**src/rtl/fsplit_pkg.sv**
```systemverilog
package fsplit_pkg;

  localparam int NIB_W     = 4;
  localparam int BYTE_W    = 8;
  localparam int WORD_BYTES = 4;
  localparam int WORD_W    = WORD_BYTES * BYTE_W;
  localparam int WIN_BYTES = 6;
  localparam int WIN_W     = WIN_BYTES * BYTE_W;
  localparam int LEN_W     = 3;

  localparam logic [NIB_W-1:0] NO_REG = 4'h8;

  typedef enum logic [NIB_W-1:0] {
    OP_NOP    = 4'h0,
    OP_HALT   = 4'h1,
    OP_RRMOV  = 4'h2,
    OP_IRMOV  = 4'h3,
    OP_RMMOV  = 4'h4,
    OP_MRMOV  = 4'h5,
    OP_ALU    = 4'h6,
    OP_JUMP   = 4'h7,
    OP_CALL   = 4'h8,
    OP_RET    = 4'h9,
    OP_PUSH   = 4'hA,
    OP_POP    = 4'hB
  } opcode_e;

  localparam logic [NIB_W-1:0] OP_LAST = OP_POP;

  function automatic logic op_defined(input logic [NIB_W-1:0] op);
    return op <= OP_LAST;
  endfunction

  function automatic logic op_has_reg(input logic [NIB_W-1:0] op);
    logic r;
    case (op)
      OP_RRMOV, OP_IRMOV, OP_RMMOV, OP_MRMOV,
      OP_ALU, OP_PUSH, OP_POP: r = 1'b1;
      default:                 r = 1'b0;
    endcase
    return r;
  endfunction

  function automatic logic op_has_const(input logic [NIB_W-1:0] op);
    logic r;
    case (op)
      OP_IRMOV, OP_RMMOV, OP_MRMOV, OP_JUMP, OP_CALL: r = 1'b1;
      default:                                        r = 1'b0;
    endcase
    return r;
  endfunction

  // Length is built from its parts: one opcode byte, an optional register
  // byte, an optional four-byte constant.
  function automatic logic [LEN_W-1:0] op_length(input logic [NIB_W-1:0] op);
    logic [LEN_W-1:0] n;
    n = LEN_W'(1);
    if (op_has_reg(op))   n = n + LEN_W'(1);
    if (op_has_const(op)) n = n + LEN_W'(WORD_BYTES);
    return n;
  endfunction

endpackage

```
**src/rtl/fsplit_classify.sv**
```systemverilog
module fsplit_classify
  import fsplit_pkg::*;
(
  input  logic [NIB_W-1:0] op_i,
  output logic             defined_o,
  output logic             has_reg_o,
  output logic             has_const_o,
  output logic             const_late_o,
  output logic [LEN_W-1:0] len_o
);

  always_comb begin
    defined_o    = op_defined(op_i);
    has_reg_o    = op_has_reg(op_i);
    has_const_o  = op_has_const(op_i);
    // Constant begins at byte 2 when a register byte precedes it.
    const_late_o = has_reg_o && has_const_o;
    len_o        = op_length(op_i);
  end

endmodule

```
**src/rtl/fsplit_const_pick.sv**
```systemverilog
module fsplit_const_pick
  import fsplit_pkg::*;
(
  input  logic [(WIN_BYTES-1)*BYTE_W-1:0] tail_i,
  input  logic                            late_i,
  input  logic                            enable_i,
  output logic [WORD_W-1:0]               word_o
);

  // tail_i holds window bytes 1..5; tail byte j is window byte j+1.
  for (genvar k = 0; k < WORD_BYTES; k++) begin : g_lane
    logic [BYTE_W-1:0] early_b;
    logic [BYTE_W-1:0] late_b;
    assign early_b = tail_i[k*BYTE_W +: BYTE_W];
    assign late_b  = tail_i[(k+1)*BYTE_W +: BYTE_W];
    assign word_o[k*BYTE_W +: BYTE_W] =
      enable_i ? (late_i ? late_b : early_b) : '0;
  end

endmodule

```
**src/rtl/fsplit_next_pc.sv**
```systemverilog
module fsplit_next_pc
  import fsplit_pkg::*;
#(
  parameter int ADDR_W = 32
) (
  input  logic [ADDR_W-1:0] pc_i,
  input  logic [LEN_W-1:0]  len_i,
  output logic [ADDR_W-1:0] next_o
);

  function automatic logic [ADDR_W-1:0] step(input logic [ADDR_W-1:0] a,
                                             input logic [LEN_W-1:0]  n);
    return a + {{(ADDR_W-LEN_W){1'b0}}, n};
  endfunction

  assign next_o = step(pc_i, len_i);

endmodule

```
**src/rtl/insn_fetch_split.sv**
```systemverilog
module insn_fetch_split
  import fsplit_pkg::*;
#(
  parameter int ADDR_W = 32
) (
  input  logic [ADDR_W-1:0] pc_i,
  input  logic [WIN_W-1:0]  bytes_i,
  output logic [NIB_W-1:0]  icode_o,
  output logic [NIB_W-1:0]  ifun_o,
  output logic [NIB_W-1:0]  ra_o,
  output logic [NIB_W-1:0]  rb_o,
  output logic [WORD_W-1:0] valc_o,
  output logic [ADDR_W-1:0] valp_o,
  output logic              need_reg_o,
  output logic              need_const_o,
  output logic              bad_op_o
);

  logic [BYTE_W-1:0]                 head_b;
  logic [BYTE_W-1:0]                 reg_b;
  logic [(WIN_BYTES-1)*BYTE_W-1:0]   tail_w;
  logic                              op_ok_w;
  logic                              has_reg_w;
  logic                              has_const_w;
  logic                              const_late_w;
  logic [LEN_W-1:0]                  len_w;

  assign head_b = bytes_i[BYTE_W-1:0];
  assign tail_w = bytes_i[WIN_W-1:BYTE_W];
  assign reg_b  = tail_w[BYTE_W-1:0];

  assign icode_o = head_b[BYTE_W-1:NIB_W];
  assign ifun_o  = head_b[NIB_W-1:0];

  fsplit_classify u_cls (
    .op_i        (icode_o),
    .defined_o   (op_ok_w),
    .has_reg_o   (has_reg_w),
    .has_const_o (has_const_w),
    .const_late_o(const_late_w),
    .len_o       (len_w)
  );

  assign ra_o = has_reg_w ? reg_b[BYTE_W-1:NIB_W] : NO_REG;
  assign rb_o = has_reg_w ? reg_b[NIB_W-1:0]      : NO_REG;

  fsplit_const_pick u_cst (
    .tail_i  (tail_w),
    .late_i  (const_late_w),
    .enable_i(has_const_w),
    .word_o  (valc_o)
  );

  fsplit_next_pc #(.ADDR_W(ADDR_W)) u_npc (
    .pc_i  (pc_i),
    .len_i (len_w),
    .next_o(valp_o)
  );

  assign need_reg_o   = has_reg_w;
  assign need_const_o = has_const_w;
  assign bad_op_o     = !op_ok_w;

endmodule

```
**config.mk**
```make
export PLATFORM = sky130hd
export DESIGN_NAME = insn_fetch_split
export DESIGN_NICKNAME = d
export VERILOG_FILES = /design/src/rtl/fsplit_pkg.sv /design/src/rtl/fsplit_classify.sv /design/src/rtl/fsplit_const_pick.sv /design/src/rtl/fsplit_next_pc.sv /design/src/rtl/insn_fetch_split.sv
export SDC_FILE = /design/constraint.sdc
export NUM_CORES = 1
export LEC_CHECK = 0
export BUFFER_PORTS_ARGS = -buffer_cell sky130_fd_sc_hd__buf_2
export CELL_PAD_IN_SITES_DETAIL_PLACEMENT = 1
export CELL_PAD_IN_SITES_GLOBAL_PLACEMENT = 2
export CORE_MARGIN = 8
export CORE_UTILIZATION = 12
export DETAILED_ROUTE_END_ITERATION = 7
export PLACE_DENSITY = 0.79
export SETUP_SLACK_MARGIN = 0.3
export SYNTH_ARGS = -nofsm -noshare
export SYNTH_HDL_FRONTEND = slang
export SYNTH_SLANG_ARGS = --single-unit
```
**constraint.sdc**
```tcl
create_clock -name vclk -period 3.1
set_input_delay 0.62 -clock vclk [all_inputs]
set_output_delay 0.62 -clock vclk [all_outputs]
set_load 0.005 [all_outputs]
```
* Word level (Yosys, flattened, before mapping) *
Index checks and enable logic that the tools add are counted.

operators by class
  equality and inequality tests = 9
  $lt $le $gt $ge = 1
  shift-type cells = 0
  divide/modulo/power cells = 0
  muxes and demuxes = 14
  add/sub/neg operators = 2
  bitwise gates (word level) = 0
  reduce and logical (&&, ||, !) cells = 4
  multiply operators = 0

operators by type and width
  operator                                               count
  two-way mux 8 bit                                      8
  adder 32 x 3 -> 32 bit                                 1
  == test 4 x 3 -> 1 bit, second input constant          4
  == test 4 bit, second input constant                   3
  == test 4 x 2 -> 1 bit, second input constant          2
  two-way mux 4 bit                                      2
  OR reduction 7 bit                                     1
  OR reduction 5 bit                                     1
  less-or-equal comparator 4 bit, second input constant  1
  adder 2 x 3 -> 3 bit, second input constant            1
  two-way mux 3 bit                                      1
  two-way mux 1 bit                                      2
  two-way mux 2 bit                                      1
  logical AND 1 bit                                      1
  zero test 1 bit                                        1

storage, ports and cells
  memories = 0
  memory bits (writable) = 0
  flip-flop bits (word level) = 0
  output and inout bits = 83
  ROM bits = 0
  latch bits = 0
  input port bits = 80
  logic and storage cells = 30

* Depth between registers and ports, before layout *
  depth after elaboration = 7
  mapped depth = 11

* By module *
A second synthesis with hierarchy kept.

unflattened totals
  cell total of the unflattened synthesis = 203
  area total of the unflattened synthesis = 1,594.0 um2

by module, submodules not included
  module             cells an instance  instances  area an instance (um2)
  fsplit_next_pc     102                1          788.3
  fsplit_const_pick  71                 1          603.1
  insn_fetch_split   17                 1          113.9
  fsplit_classify    13                 1          88.8

* Worst setup path before layout *
No wires, ideal clock.

  path type = input port to output port
  start = in bytes_i[5]
  end = out valp_o[12]
  setup slack = -228 ps
  data required time = 2,480 ps
  data arrival time = 2,708 ps
  stages on the path = 9
  cell sequence = mux2_2 > o21ai_1 > clkbuf_1 > inv_1 > ha_1 > nor2b_1 > nor2_1 > nor4_1 > xor2_1

RTL lines
  item                                                  RTL line                source
  start: declaration                                    insn_fetch_split.sv:7   input logic [WIN_W-1:0] bytes_i,
  == test 4 x 2 -> 1 bit, or another cell as far along  --
  OR reduction 5 bit (*)                                --
  two-way mux 1 bit (*)                                 --
  named net need_const_o                                insn_fetch_split.sv:15  output logic need_const_o,
  two-way mux 3 bit (*)                                 fsplit_pkg.sv:59        if (op_has_const(op)) n = n + LEN_W'(WORD_BYTES);
  adder 32 x 3 -> 32 bit (*)                            fsplit_next_pc.sv:13    return a + {{(ADDR_W-LEN_W){1'b0}}, n};
  end: declaration                                      insn_fetch_split.sv:13  output logic [ADDR_W-1:0] valp_o,

Mark *: on every way through the listed nets, which the timed path passes. The rest lies on a longest branch.

* Worst setup path in the final report *
  start = in bytes_i[6]
  end = out valp_o[28]

on the way
  cells in the longest elaborated chain, start to end = 7

RTL lines
  item                                                  RTL line              source
  == test 4 x 2 -> 1 bit, or another cell as far along  fsplit_pkg.sv:36      case (op)
  OR reduction 7 bit                                    fsplit_pkg.sv:36
  two-way mux 1 bit                                     fsplit_pkg.sv:36
  two-way mux 2 bit                                     fsplit_pkg.sv:58      if (op_has_reg(op)) n = n + LEN_W'(1);
  adder 2 x 3 -> 3 bit                                  fsplit_pkg.sv:59
  two-way mux 3 bit (*)                                 fsplit_pkg.sv:59
  adder 32 x 3 -> 32 bit (*)                            fsplit_next_pc.sv:13

Every way passes the cells marked *; elsewhere a longest branch is shown, timed or not.

==> impl_metrics.xml <==
<?xml version="1.0" encoding="UTF-8"?>
<metrics>
  <group name="run_status">
    <metric name="status" unit="">finished clean</metric>
  </group>
  <group name="route">
    <metric name="detail_route.wl_per_cell" unit="um">14.57</metric>
    <metric name="routed_wl" unit="um">7663</metric>
    <metric name="vias" unit="">2230</metric>
    <metric name="antenna_left" unit="">0</metric>
    <metric name="drt-vias-per-instance" unit="">4.240</metric>
    <metric name="drt_iter0_markers" unit="">82</metric>
    <metric name="residual_drc_count" unit="">0</metric>
    <metric name="dr.pass1.iters" unit="">4</metric>
  </group>
  <group name="global_routing">
    <metric name="groute.layer.met3.usage" unit="%">2.499</metric>
    <metric name="globalRouteMet1Util" unit="%">11.16</metric>
    <metric name="grt_first_pass_wirelength" unit="um">11880</metric>
    <metric name="grt_use_met2" unit="%">17.07</metric>
    <metric name="grt_antenna_before_repair" unit="">0</metric>
    <metric name="grt_overflow" unit="">0</metric>
    <metric name="busiest_metal_layer_after_global_routing" unit="">met2</metric>
    <metric name="first_global_vias" unit="">2367</metric>
    <metric name="grt_util_all_layers" unit="%">9.289</metric>
    <metric name="grt_max_degree" unit="">42</metric>
  </group>
  <group name="setup_path">
    <metric name="crit_type" unit="">in -&gt; out</metric>
    <metric name="worst-path-max-fanout" unit="">8</metric>
    <metric name="timing.critical_path.required" unit="ns">2.48</metric>
    <metric name="worstSetupEndpointType" unit="">output port</metric>
    <metric name="critical_path_arrival" unit="ns">2.46</metric>
    <metric name="worst_setup_path_start_kind" unit="">input port</metric>
  </group>
  <group name="min_path">
    <metric name="endpoint_of_the_worst_hold_path" unit="">ifun_o[0]</metric>
    <metric name="worstHoldStart" unit="">bytes_i[0]</metric>
    <metric name="min_delay_path_depth" unit="">0</metric>
    <metric name="min-delay-path-class" unit="">in -&gt; out</metric>
  </group>
  <group name="floorplanning">
    <metric name="die_y" unit="um">121.6</metric>
    <metric name="die_w" unit="um">121.6</metric>
    <metric name="design.portCount" unit="">163</metric>
    <metric name="cell_rows" unit="">38</metric>
    <metric name="initial_utilization" unit="%">12.30</metric>
    <metric name="fp.dieArea" unit="um^2">14790</metric>
    <metric name="design.core.area" unit="um^2">10890</metric>
  </group>
  <group name="placement">
    <metric name="dp_hpwl" unit="um">6359</metric>
    <metric name="placement.setup.worst_slack" unit="ns">-0.05004</metric>
    <metric name="io_buffer_count" unit="">155</metric>
    <metric name="place.gp.congestion" unit="">0.8137</metric>
    <metric name="post_dp_cell_area" unit="um^2">2342</metric>
    <metric name="placed_cells" unit="">521</metric>
  </group>
  <group name="synthesis">
    <metric name="synth.net_count" unit="">319</metric>
    <metric name="synth_cells" unit="">235</metric>
    <metric name="synth.top_cells.by_area" unit="">sky130_fd_sc_hd__nand2_1 (21%), sky130_fd_sc_hd__xnor2_1 (14%), sky130_fd_sc_hd__a21oi_1 (13%)</metric>
    <metric name="yosys_warnings" unit="">0</metric>
    <metric name="post_synth_num_cell_types" unit="">35</metric>
    <metric name="syn-mean-instance-area" unit="um^2">5.697</metric>
    <metric name="ys_seq_area_share" unit="%">0</metric>
    <metric name="synth_top_area_share" unit="%">20.75</metric>
    <metric name="synth_largest_area_cell" unit="">sky130_fd_sc_hd__nand2_1</metric>
    <metric name="synth.cell_area" unit="um^2">1339</metric>
  </group>
  <group name="timing">
    <metric name="report.final.setup_viol" unit="">0</metric>
    <metric name="fin_crit" unit="ns">3.081</metric>
    <metric name="fin_tns_setup" unit="ns">0</metric>
    <metric name="worst_hold_slack_after_final_layout" unit="ns">1.240</metric>
    <metric name="report.final.hold_viol_count" unit="">0</metric>
    <metric name="fin_ws" unit="ns">0.01933</metric>
    <metric name="final_max_slew_viol_count" unit="">0</metric>
    <metric name="max_slew_margin" unit="%">65.53</metric>
    <metric name="max_freq" unit="MHz">324.6</metric>
    <metric name="period_share" unit="%">99.38</metric>
    <metric name="rsz0062_at_grt" unit="">true</metric>
    <metric name="tightest_slew" unit="ns">0.5159</metric>
  </group>
  <group name="cells_and_area">
    <metric name="regArea" unit="um^2">0</metric>
    <metric name="layout.cells.most_common" unit="">sky130_fd_sc_hd__buf_2</metric>
    <metric name="design.final.nets" unit="">472</metric>
    <metric name="clock_buffers" unit="">0</metric>
    <metric name="share_of_final_layout_standard_cells_stronger_than_drive_strength_1" unit="%">52.85</metric>
    <metric name="antenna-diode-count" unit="">0</metric>
    <metric name="area.growth.synth_to_final" unit="%">90.75</metric>
    <metric name="layout_common_cells" unit="">sky130_fd_sc_hd__buf_2 (151), sky130_fd_sc_hd__nand2_1 (72), sky130_fd_sc_hd__a21oi_1 (32)</metric>
    <metric name="seq_cells" unit="">0</metric>
    <metric name="final_cell_area" unit="um^2">2554</metric>
    <metric name="post_layout_nonfiller_instances" unit="">526</metric>
  </group>
  <group name="flow_run">
    <metric name="timing.max_cap.violations" unit="">0</metric>
  </group>
  <group name="power">
    <metric name="power.density_cell_area" unit="nW/um^2">158.1</metric>
    <metric name="pwr-share-clk" unit="%">0</metric>
    <metric name="power.share.sequential" unit="%">0</metric>
    <metric name="vdd_ir_drop_max" unit="V">0.00005392</metric>
    <metric name="total_leakage_power" unit="uW">0.001328</metric>
    <metric name="combPwrFrac" unit="%">100.0</metric>
    <metric name="cell_internal_pwr" unit="uW">193.7</metric>
    <metric name="power_switching" unit="uW">210.1</metric>
    <metric name="switching_share" unit="%">52.03</metric>
  </group>
</metrics>
worst max path at each step:
stage,from,slack [ns],cells after the start,end
after global routing,bytes_i[4],-0.09,12,valp_o[26]
after global placement,bytes_i[5],0.02,12,valp_o[28]
after detailed placement,bytes_i[5],-0.05,12,valp_o[28]
final,bytes_i[6],0.02,11,valp_o[28]
after CTS,bytes_i[6],-0.02,11,valp_o[28]
after floorplan,bytes_i[4],0.17,11,valp_o[20]
cell usage after synthesis (2+ instances only):
| cell | number |
|---|---|
| sky130_fd_sc_hd__clkbuf_1 | 8 |
| sky130_fd_sc_hd__buf_4 | 8 |
| sky130_fd_sc_hd__and4_1 | 2 |
| sky130_fd_sc_hd__buf_2 | 3 |
| sky130_fd_sc_hd__inv_1 | 6 |
| sky130_fd_sc_hd__xnor2_1 | 22 |
| sky130_fd_sc_hd__nor2_1 | 4 |
| sky130_fd_sc_hd__xor2_1 | 8 |
| sky130_fd_sc_hd__o21ai_0 | 2 |
| sky130_fd_sc_hd__and3_1 | 6 |
| sky130_fd_sc_hd__mux2_2 | 2 |
| sky130_fd_sc_hd__nand2b_1 | 2 |
| sky130_fd_sc_hd__and2_1 | 9 |
| sky130_fd_sc_hd__nor3_1 | 6 |
| sky130_fd_sc_hd__a21oi_1 | 34 |
| sky130_fd_sc_hd__ha_1 | 3 |
| sky130_fd_sc_hd__nand3_1 | 6 |
| sky130_fd_sc_hd__nand2_1 | 74 |
| sky130_fd_sc_hd__nand4_1 | 14 |
per-stage QoR:
step | total power [uW] | util [%]
2_1_floorplan | 179.9 | -
5_1_grt | 447.7 | 23.45
6_report | 403.9 | 23.45
3_5_place_dp | 372.2 | 21.51
3_3_place_gp | 366.8 | 21.51
4_1_cts | 391.9 | 22.60
layer usage:
| metal | wire length (um) | part of all wire (%) |
|---|---|---|
| met1 | 3282 | 43 |
| met4 | 0 | 0 |
| met2 | 3624 | 47 |
| met3 | 756 | 9.9 |
| met5 | 0 | 0 |
power by group through the flow:
stage | sequential, uW | combinational [uW] | clock, uW
CTS | 0 | 392 | 0
detailed placement | 0 | 372 | 0
global placement | 0 | 367 | 0
finish | 0 | 404 | 0
global route | 0 | 448 | 0
floorplan | 0 | 180 | 0
repair_timing:
| item | 4_1_cts | 5_1_grt |
|---|---|---|
| endpoints found under the setup margin | 29 | 29 |
| hold buffers | 0 | 0 |
| pin swaps | 18 | 18 |
| buffers inserted | 2 | 3 |
| endpoints found under the hold margin | 0 | 0 |
| resized for setup | 21 | 16 |
area by class of cell:
| cell class | count | area (um^2) |
|---|---|---|
| Tap cell | 140 | 175.2 |
| Fill cell | 1423 | 8334 |
| Inverter | 6 | 27.53 |
| Multi-Input combinational cell | 208 | 1388 |
| Timing Repair Buffer | 172 | 963.4 |
critical path, stage by stage:
cell and delay [ns]:
sky130_fd_sc_hd__buf_8 0.10, sky130_fd_sc_hd__mux2_4 0.31, sky130_fd_sc_hd__inv_4 0.08, sky130_fd_sc_hd__ha_4 0.13
sky130_fd_sc_hd__inv_2 0.03, sky130_fd_sc_hd__fa_2 0.36, sky130_fd_sc_hd__nor2b_4 0.16, sky130_fd_sc_hd__o21a_4 0.20
sky130_fd_sc_hd__nand4_1 0.14, sky130_fd_sc_hd__xnor2_1 0.17, sky130_fd_sc_hd__buf_2 0.14
kinds of logic after synthesis:
group / Yosys count / synth area share, %
adder cells (fa/ha/maj): 4 / 4.299
XOR/XNOR: 30 / 19.63
AND/OR/NAND/NOR: 131 / 47.66
buffers and inverters: 27 / 10.65
multiplexers: 2 / 1.682
AO/OA/AOI/OAI: 41 / 16.08
No activity file was read; power rests on OpenSTA's default activity.
